## src/rtl/sfx_pkg.sv

```systemverilog
package sfx_pkg;
  // register offsets
  localparam int OFS_MODE = 0;
  localparam int OFS_IEN  = 1;
  localparam int OFS_STAT = 2;
  localparam int OFS_TVAL = 3;
  localparam int OFS_TCTL = 4;

  // mode register bit positions
  localparam int MB_LEVEL = 4;
  localparam int MB_FLOW  = 3;
  localparam int MB_FIFO  = 2;
  localparam int MB_SWAP  = 0;

  // interrupt source indices (equal to enable bit positions)
  localparam int SRC_RXH = 0;
  localparam int SRC_TXH = 1;
  localparam int SRC_TXE = 2;
  localparam int SRC_CTO = 3;
  localparam int SRC_TMR = 4;
  localparam int NUM_SRC = 5;

  typedef struct packed {
    logic level;
    logic flow;
    logic fifo_en;
    logic swap;
  } mode_t;
endpackage

```

## src/rtl/sfx_regs.sv

```systemverilog
module sfx_regs
  import sfx_pkg::*;
#(
  parameter int ADDR_W = 3,
  parameter int DATA_W = 8,
  parameter int SRC_N  = 5
) (
  input  logic              clk,
  input  logic              rst,
  input  logic [ADDR_W-1:0] addr,
  input  logic              wr,
  input  logic              rd,
  input  logic [DATA_W-1:0] wdata,
  input  logic [DATA_W-1:0] stat_in,
  output logic [DATA_W-1:0] rdata,
  output mode_t             mode,
  output logic [SRC_N-1:0]  ien,
  output logic [DATA_W-1:0] tval,
  output logic              ten,
  output logic              fifo_rst,
  output logic              stat_rd,
  output logic              tmr_off
);
  logic sel_mode, sel_ien, sel_stat, sel_tval, sel_tctl;
  logic [DATA_W-1:0] rd_mux;
  logic [DATA_W-1:0] mode_rd;

  assign sel_mode = (addr == ADDR_W'(OFS_MODE));
  assign sel_ien  = (addr == ADDR_W'(OFS_IEN));
  assign sel_stat = (addr == ADDR_W'(OFS_STAT));
  assign sel_tval = (addr == ADDR_W'(OFS_TVAL));
  assign sel_tctl = (addr == ADDR_W'(OFS_TCTL));

  assign stat_rd = rd && sel_stat;
  assign tmr_off = wr && sel_tctl && !wdata[0];

  always_comb begin
    mode_rd           = '0;
    mode_rd[MB_LEVEL] = mode.level;
    mode_rd[MB_FLOW]  = mode.flow;
    mode_rd[MB_FIFO]  = mode.fifo_en;
    mode_rd[MB_SWAP]  = mode.swap;
  end

  always_comb begin
    rd_mux = '0;
    if (sel_mode) rd_mux = mode_rd;
    if (sel_ien)  rd_mux[SRC_N-1:0] = ien;
    if (sel_stat) rd_mux = stat_in;
    if (sel_tval) rd_mux = tval;
    if (sel_tctl) rd_mux[0] = ten;
  end

  always_ff @(posedge clk) begin
    if (rst) begin
      mode     <= '0;
      ien      <= '0;
      tval     <= '0;
      ten      <= 1'b0;
      fifo_rst <= 1'b0;
      rdata    <= '0;
    end else begin
      fifo_rst <= wr && sel_stat;
      if (wr && sel_mode) begin
        mode.level   <= wdata[MB_LEVEL];
        mode.flow    <= wdata[MB_FLOW];
        mode.fifo_en <= wdata[MB_FIFO];
        mode.swap    <= wdata[MB_SWAP];
      end
      if (wr && sel_ien)  ien  <= wdata[SRC_N-1:0];
      if (wr && sel_tval) tval <= wdata;
      if (wr && sel_tctl) ten  <= wdata[0];
      if (rd) rdata <= rd_mux;
    end
  end

  AST_RSVD_READS_ZERO: assert property (@(posedge clk) disable iff (rst)
    ($past(rd && sel_mode) && !$past(rst)) |-> !rdata[1]);
  AST_FRST_ONLY_ON_WRITE: assert property (@(posedge clk) disable iff (rst)
    fifo_rst |-> $past(wr && sel_stat));
  AST_FRST_ONE_CYCLE: assert property (@(posedge clk) disable iff (rst)
    (fifo_rst && !(wr && sel_stat)) |=> !fifo_rst);
endmodule

```

## src/rtl/sfx_src.sv

```systemverilog
module sfx_src (
  input  logic clk,
  input  logic rst,
  input  logic cond,
  input  logic clr,
  output logic pend
);
  logic cond_q;

  always_ff @(posedge clk) begin
    cond_q <= cond;
    if (rst) begin
      pend <= 1'b0;
    end else if (cond && !cond_q) begin
      pend <= 1'b1;
    end else if (clr) begin
      pend <= 1'b0;
    end
  end

  AST_PEND_NEEDS_COND: assert property (@(posedge clk) disable iff (rst)
    $rose(pend) |-> $past(cond));
  AST_SET_BEATS_CLEAR: assert property (@(posedge clk) disable iff (rst)
    ($past(!rst) && $past(cond) && !$past(cond, 2) && $past(!rst, 2)) |-> pend);
endmodule

```

## src/rtl/sfx_irq_out.sv

```systemverilog
module sfx_irq_out #(
  parameter int SRC_N = 5
) (
  input  logic             clk,
  input  logic             rst,
  input  logic [SRC_N-1:0] pend,
  input  logic [SRC_N-1:0] ien,
  input  logic             level,
  output logic             irq
);
  logic any_hit;
  logic any_q;

  assign any_hit = |(pend & ien);

  always_ff @(posedge clk) begin
    if (rst) begin
      any_q <= 1'b0;
      irq   <= 1'b0;
    end else begin
      any_q <= any_hit;
      irq   <= level ? any_hit : (any_hit && !any_q);
    end
  end

  AST_EDGE_SINGLE_PULSE: assert property (@(posedge clk) disable iff (rst)
    (irq && !level) |=> !irq);
  AST_LEVEL_TRACKS: assert property (@(posedge clk) disable iff (rst)
    (!$past(rst) && $past(level)) |-> (irq == $past(any_hit)));
endmodule

```

## src/rtl/sfx_irq_ctrl.sv

```systemverilog
module sfx_irq_ctrl
  import sfx_pkg::*;
#(
  parameter int ADDR_W = 3,
  parameter int DATA_W = 8
) (
  input  logic              clk,
  input  logic              rst,
  input  logic [ADDR_W-1:0] reg_addr,
  input  logic              reg_wr,
  input  logic              reg_rd,
  input  logic [DATA_W-1:0] reg_wdata,
  output logic [DATA_W-1:0] reg_rdata,
  input  logic              tx_push,
  input  logic              rx_pop,
  input  logic              tx_empty,
  input  logic              tx_half,
  input  logic              tx_full,
  input  logic              rx_empty,
  input  logic              rx_half,
  input  logic              rx_full,
  input  logic              char_tmo,
  input  logic              timer_req,
  output logic              fifo_reset,
  output logic              cfg_flow_ctl,
  output logic              cfg_fifo_en,
  output logic              cfg_half_swap,
  output logic [DATA_W-1:0] tmr_interval,
  output logic              tmr_enable,
  output logic              irq
);
  mode_t              mode;
  logic [NUM_SRC-1:0] ien;
  logic [NUM_SRC-1:0] cond;
  logic [NUM_SRC-1:0] clr;
  logic [NUM_SRC-1:0] pend;
  logic [DATA_W-1:0]  stat;
  logic               stat_rd;
  logic               tmr_off;

  always_comb begin
    stat    = '0;
    stat[7] = pend[SRC_TMR];
    stat[6] = pend[SRC_CTO];
    stat[5] = !rx_full;
    stat[4] = rx_half;
    stat[3] = rx_empty;
    stat[2] = tx_full;
    stat[1] = tx_half;
    stat[0] = tx_empty;
  end

  always_comb begin
    cond          = '0;
    cond[SRC_RXH] = rx_half;
    cond[SRC_TXH] = !tx_half;
    cond[SRC_TXE] = tx_empty;
    cond[SRC_CTO] = char_tmo;
    cond[SRC_TMR] = timer_req;
    clr           = '0;
    clr[SRC_RXH]  = !rx_half;
    clr[SRC_TXH]  = tx_half || stat_rd;
    clr[SRC_TXE]  = tx_push || stat_rd;
    clr[SRC_CTO]  = rx_pop || stat_rd;
    clr[SRC_TMR]  = tmr_off;
  end

  sfx_regs #(.ADDR_W(ADDR_W), .DATA_W(DATA_W), .SRC_N(NUM_SRC)) u_regs (
    .clk(clk), .rst(rst), .addr(reg_addr), .wr(reg_wr), .rd(reg_rd),
    .wdata(reg_wdata), .stat_in(stat), .rdata(reg_rdata), .mode(mode),
    .ien(ien), .tval(tmr_interval), .ten(tmr_enable), .fifo_rst(fifo_reset),
    .stat_rd(stat_rd), .tmr_off(tmr_off)
  );

  for (genvar g = 0; g < NUM_SRC; g++) begin : g_src
    sfx_src u_src (
      .clk(clk), .rst(rst), .cond(cond[g]), .clr(clr[g]), .pend(pend[g])
    );
  end

  sfx_irq_out #(.SRC_N(NUM_SRC)) u_out (
    .clk(clk), .rst(rst), .pend(pend), .ien(ien), .level(mode.level), .irq(irq)
  );

  assign cfg_flow_ctl  = mode.flow;
  assign cfg_fifo_en   = mode.fifo_en;
  assign cfg_half_swap = mode.swap;

  AST_IRQ_NEEDS_ENABLE: assert property (@(posedge clk) disable iff (rst)
    irq |-> $past(|ien));
  AST_CTO_CLEARED: assert property (@(posedge clk) disable iff (rst)
    ((stat_rd || rx_pop) && !char_tmo) |=> !pend[SRC_CTO]);
  AST_TXE_CLEARED: assert property (@(posedge clk) disable iff (rst)
    ((stat_rd || tx_push) && !tx_empty) |=> !pend[SRC_TXE]);
  AST_RXH_DROPS: assert property (@(posedge clk) disable iff (rst)
    !rx_half |=> !pend[SRC_RXH]);
endmodule

```

## config.mk

```make
export PLATFORM = sky130hd
export DESIGN_NAME = sfx_irq_ctrl
export DESIGN_NICKNAME = d
export VERILOG_FILES = /design/src/rtl/sfx_pkg.sv /design/src/rtl/sfx_regs.sv /design/src/rtl/sfx_src.sv /design/src/rtl/sfx_irq_out.sv /design/src/rtl/sfx_irq_ctrl.sv
export SDC_FILE = /design/constraint.sdc
export NUM_CORES = 1
export LEC_CHECK = 0
export ABC_AREA = 1
export BUFFER_PORTS_ARGS = -buffer_cell sky130_fd_sc_hd__buf_2
export CAP_MARGIN = 20
export CORE_ASPECT_RATIO = 0.5
export CORE_UTILIZATION = 35
export CTS_CLUSTER_DIAMETER = 50
export DETAILED_ROUTE_END_ITERATION = 10
export PLACE_DENSITY_LB_ADDON = 0.12
export RECOVER_POWER = 25
export SKIP_CTS_REPAIR_TIMING = 1
export SYNTH_ARGS = -nofsm -noshare
export SYNTH_HDL_FRONTEND = slang
export SYNTH_SLANG_ARGS = --single-unit
```

## constraint.sdc

```tcl
create_clock -name clk -period 1.02 [get_ports clk]
set_input_delay 0.051 -clock clk [delete_from_list [all_inputs] [get_ports clk]]
set_output_delay 0.051 -clock clk [all_outputs]
set_load 0.005 [all_outputs]
```

==> flow_summary.json, run 1 <==
{
  "ys_warn_count": 0,
  "period_minus_slack_ps": 919.6,
  "clockBufferDepth": 2,
  "grt_max_degree": 15,
  "crit_type": "register to register",
  "synth_area_leader_cell": "dfxtp_1",
  "diodes": 0,
  "rr_startpoint": "g_src[3].u_src.pend$_SDFFE_PP0P_",
  "routed_wl_mm": 4.050,
  "htree_levels": 2,
  "vias": 1531,
  "worst_pin_slew_ps": 355.5,
  "required_ps": 1190,
  "start_kind": "register",
  "peakVddDrop_uv": 748.1,
  "overflow": 0,
  "outcome": "completed",
  "fillCellCount": 449,
  "syn_inst": 205,
  "drcViolationCount": 0,
  "wl_per_cell_um": 12.31,
  "setup_violations": 0,
  "stdcell_count": 329,
  "drive_gt1_share_pct": 24.73,
  "ant_nets": 0,
  "syn_nets": 230,
  "clock-sinks": 39,
  "end_kind": "register",
  "p_total_uw": 2908,
  "slew_violations": 0,
  "grt_pass1_vias": 1423,
  "arrival_ps": 1080,
  "place.gp.congestion": 0.9142,
  "dp_hpwl_mm": 3.206,
  "core_um2": 4044,
  "cts_root_buf": "clkbuf_8",
  "ff_latch_area_um2": 780.7,
  "initial_core_util_pct": 37.75,
  "ys_seq_elements": 39,
  "areaGrowthSynthToFinish_pct": 33.85,
  "synthTopCellsByArea": "dfxtp_1, nand2_1, a21oi_1, o21ai_0, nand3_1",
  "period_share_pct": 90.16,
  "max_freq_ghz": 1.087,
  "layout.nets": 299,
  "finalHoldWorstSlack_ps": 27.69,
  "finalHoldViolCount": 0,
  "crit_start": "g_src[3].u_src.pend$_SDFFE_PP0P_",
  "utilization_pct": 50.53,
  "worstHoldPathType": "input port to register",
  "min_from": "reg_wdata[5]",
  "die_h_um": 48.70,
  "switching_share_pct": 24.14,
  "power.internal_uw": 2206,
  "p_per_area_nw_per_um2": 1423,
  "rsz0062_at_grt": "no",
  "rows": 16,
  "p_leak_uw": 0.0009492,
  "clock_latency_ps": 280,
  "synth-edff-count": 0,
  "cts_tree": "built",
  "grt_pass1_wl_mm": 6.630,
  "synthFlopType": "dfxtp_1",
  "finClkSkew_ps": 7.153,
  "syn_area_per_cell_um2": 7.446,
  "seq_power_share_pct": 55.4,
  "clockPowerShare_pct": 33.5,
  "die_area_um2": 4646,
  "synth_area_um2": 1526,
  "dieWidth_um": 95.40,
  "async_flop_share_pct": 0,
  "power.switching_uw": 702.0,
  "multi_input_area_um2": 629.4,
  "crit_fanout": 3,
  "setup_tns_ps": 0,
  "grt_use_total_pct": 18.91,
  "firstDrtPassIters": 4,
  "ios": 47,
  "antenna_found_initial": 0,
  "yosysSeqAreaShare_pct": 51.15,
  "vias_per_cell": 4.653,
  "maxCapViolations": 0,
  "path_clk_slew_ps": 70,
  "cts_made_buffers": 5,
  "power_frac_comb_pct": 11.0,
  "numPortBuffers": 46,
  "yosysTopAreaCellShare_pct": 51.15,
  "max_slew_margin_pct": 76.24,
  "post-place-cells": 316,
  "drt_iter0_markers": 43,
  "synth_cell_types": 19
}
## layer usage
layer / GRT usage [%] / share of wire (%) / up-vias
met5: 0 / 0 / -
met4: 5.970 / 0.81 / 0
met3: 5.818 / 7.0 / 5
met2: 26.67 / 40 / 44
met1: 27.22 / 52 / 671
li1: - / - / 811
## flip-flops by register name (all words and copies together) (netlist names)
name / flops
g_src.u_src.cond_q: 5
g_src.u_src.pend: 5
u_regs.tval: 8
u_regs.mode: 4
u_out.any_q: 1
u_regs.rdata: 8
u_regs.ien: 5
u_out.irq: 1
u_regs.ten: 1
u_regs.fifo_rst: 1
## layout make-up
class | instances | share of cell area, %
clock buffer | 7 | 3.735
clock inverter | 1 | 0.2449
inverter | 24 | 4.409
multi-input combinational | 137 | 30.80
sequential | 39 | 38.21
tap | 54 | 3.307
timing repair buffer | 67 | 19.29
## synthesized netlist by cell type (2+ instances only)
master    instances
nand4_1           3
nand3b_1          3
clkbuf_1          3
nand3_1          18
dfxtp_1          39
a31oi_1           2
o21ai_0          20
nand2_1          44
a21oi_1          24
inv_1            23
nor2_1           18
## worst max-delay path, stage by stage, from the launching register on
cell and delay (ps):
dfxtp_1 350, nand2_1 70, nand2_1 40, o21ai_0 260
a21oi_1 70
## kinds of logic (layout without fill, tap and decap cells)
logic type      after synthesis  after routing  share of synthesized area (%)
flops                        39             39                          51.15
simple gates                 90             90                          25.74
compound gates               47             47                          15.66
buf+inv                      29             99                          7.458
## worst paths after layout
kind / to / slack, ps / cells past startpoint
min reg2reg: g_src[1].u_src.pend$_SDFFE_PP0P_ / 400 / 1
min: u_regs.tval[5]$_SDFFE_PP0P_ / 30 / 3
max reg2reg: u_out.irq$_SDFF_PP0_ / 100 / 4
max: u_out.irq$_SDFF_PP0_ / 100 / 4
## power by group through the flow
stage	sequential (µW)	combinational [µW]	clock [µW]
6_report	1610	321	976
5_1_grt	1620	363	1090
4_1_cts	1610	311	1010
3_5_place_dp	1650	310	0
3_3_place_gp	1650	305	0
2_1_floorplan	1640	138	0
## layout by cell type (no fill, tap or decap), drive strengths merged
| cell | synthesis | final |
|---|---|---|
| nand3b | 3 | 3 |
| inv | 24 | 24 |
| dlygate4sd3 | 0 | 5 |
| o21ai | 20 | 20 |
| nand4 | 3 | 3 |
| nor2 | 19 | 19 |
| nor3 | 1 | 1 |
| clkbuf | 3 | 10 |
| a21oi | 24 | 24 |
| buf | 2 | 59 |
| a31oi | 2 | 2 |
| clkinv | 0 | 1 |
| o22ai | 1 | 1 |
| or2 | 1 | 1 |
| nand2 | 45 | 45 |
| nand3 | 18 | 18 |
| dfxtp | 39 | 39 |
## stage by stage
stage          area [µm²]  setup slack [ps]
6_report             2043             100.4
5_1_grt              2043             29.33
4_1_cts              2002             102.5
3_5_place_dp         1921            -72.11
3_3_place_gp         1921            -4.498
2_1_floorplan        1526             98.85
No activity file was read; power rests on OpenSTA's default activity.
==> run 2, diff against run 1 <==
- CELL_PAD_IN_SITES_DETAIL_PLACEMENT: default -> 1
- CELL_PAD_IN_SITES_GLOBAL_PLACEMENT: default -> 1
==> run 2 against run 1 <==
Global-route usage grew 3.9 points. Sequential share of layout area shrank 0.39 points. Critical path type unchanged. Cell count shrank 0.61%.
==> flow_summary.json, run 2 (synthesis results as in run 1) <==
{
  "outcome": "completed",
  "dp_hpwl_mm": 3.737,
  "firstDrtPassIters": 4,
  "maxCapViolations": 0,
  "cts_root_buf": "clkbuf_8",
  "max_slew_margin_pct": 74.92,
  "clockBufferDepth": 2,
  "power.internal_uw": 2514,
  "start_kind": "register",
  "period_share_pct": 92.19,
  "setup_violations": 0,
  "layout_commonest_cell": "nand2_1",
  "post-route-cell-area_um2": 2064,
  "crit_fanout": 3,
  "vias_per_cell": 4.917,
  "drcViolationCount": 0,
  "fillCellCount": 540,
  "worstHoldPathType": "input port to register",
  "rows": 16,
  "power.switching_uw": 804.3,
  "gr-usage-met2_pct": 33.69,
  "slew_violations": 0,
  "die_area_um2": 4646,
  "post-place-cells": 314,
  "setup_ws_ps": 79.68,
  "worst_pin_slew_ps": 375.3,
  "max_freq_ghz": 1.063,
  "place.gp.congestion": 0.8554,
  "grt_pass1_wl_mm": 7.707,
  "dieWidth_um": 95.40,
  "seq_power_share_pct": 48.6,
  "htree_levels": 2,
  "path_clk_slew_ps": 80,
  "clock_latency_ps": 300,
  "clock-sinks": 39,
  "crit_type": "register to register",
  "drive_gt1_share_pct": 24.18,
  "die_h_um": 48.70,
  "diodes": 0,
  "antenna_found_initial": 0,
  "overflow": 0,
  "use_met3_pct": 5.660,
  "end_kind": "register",
  "rsz0062_at_grt": "no",
  "p_leak_uw": 0.0009529,
  "period_minus_slack_ps": 940.3,
  "required_ps": 1200,
  "wl_per_cell_um": 14.78,
  "clockPowerShare_pct": 41.5,
  "core_um2": 4044,
  "finClkSkew_ps": 8.738,
  "peakVddDrop_uv": 644.8,
  "areaGrowthSynthToFinish_pct": 35.25,
  "power_frac_comb_pct": 9.9,
  "final_cell_mix": "nand2_1, buf_2, dfxtp_1",
  "ant_nets": 0,
  "drt_iter0_markers": 50,
  "p_total_uw": 3318,
  "placed_area_um2": 1906,
  "utilization_pct": 51.05,
  "routed_wl_mm": 4.834,
  "grt_max_degree": 15,
  "finalHoldViolCount": 0,
  "grt_use_total_pct": 22.84,
  "grt_use_met1_pct": 32.26,
  "top_usage_layer": "met2",
  "stdcell_count": 327,
  "p_per_area_nw_per_um2": 1607,
  "cts_made_buffers": 5,
  "ios": 47,
  "layout.nets": 297,
  "switching_share_pct": 24.24,
  "vias": 1608,
  "initial_core_util_pct": 37.75,
  "arrival_ps": 1120,
  "top_regs": "u_regs.rdata: 8 flops, u_regs.tval: 8 flops",
  "pre_cts_slack_ps": -94.09,
  "cts_tree": "built",
  "numPortBuffers": 46,
  "grt_pass1_vias": 1580
}
run 2: changes by cell type in the layout (fill, tap and decap cells not counted), sizes merged:
cell / previous run / this run
buf: 59 / 54
clkbuf: 10 / 12
bufinv: 0 / 1
run 2: power by group through the flow:
stage                     Clock (µW)  Combinational (µW)  Sequential [µW]
after CTS                       1400                 318             1610
after floorplan                    0                 138             1640
after detailed placement           0                 316             1650
after global routing            1470                 368             1620
after global placement             0                 309             1650
final                           1380                 329             1610
run 2: routing by layer:
metal	routed length, µm	part of all wire, %
met5	0	0
met4	56	1.2
met3	260	5.4
met2	2069	43
met1	2447	51
run 2: path summary, 6_finish.rpt:
kind                                                        from                          endpoint  slack, ps  depth (start not counted)
worst max-delay path            g_src[3].u_src.pend$_SDFFE_PP0P_              u_out.irq$_SDFF_PP0_         80                          4
worst min register to register     g_src[1].u_src.cond_q$_DFF_P_  g_src[1].u_src.pend$_SDFFE_PP0P_        400                          1
worst min-delay path                                reg_wdata[2]        u_regs.ien[2]$_SDFFE_PP0P_         20                          3
worst max register to register  g_src[3].u_src.pend$_SDFFE_PP0P_              u_out.irq$_SDFF_PP0_         80                          4
run 2: layout make-up:
type | count | area, µm² | share of cell area, %
clock buffers | 6 | 82.58 | 4.000
repair buffers | 65 | 379.1 | 18.36
inverters | 24 | 90.09 | 4.364
clock inverters | 2 | 35.03 | 1.697
well taps | 54 | 67.56 | 3.273
multi-input cells | 137 | 629.4 | 30.48
flip-flops and latches | 39 | 780.7 | 37.82
run 2: stage by stage:
step | TNS [ps] | hold WS [ps]
2_1_floorplan | 0 | 78.72
3_3_place_gp | -111.2 | 168.2
3_5_place_dp | -413.5 | 174.8
4_1_cts | 0 | -135.5
5_1_grt | 0 | 26.49
6_report | 0 | 15.11
run 2: critical path, stage by stage, from the launching register on:
cell     delay, ps
dfxtp_1        360
nand2_1         70
nand2_1         60
o21ai_0        270
a21oi_1         70
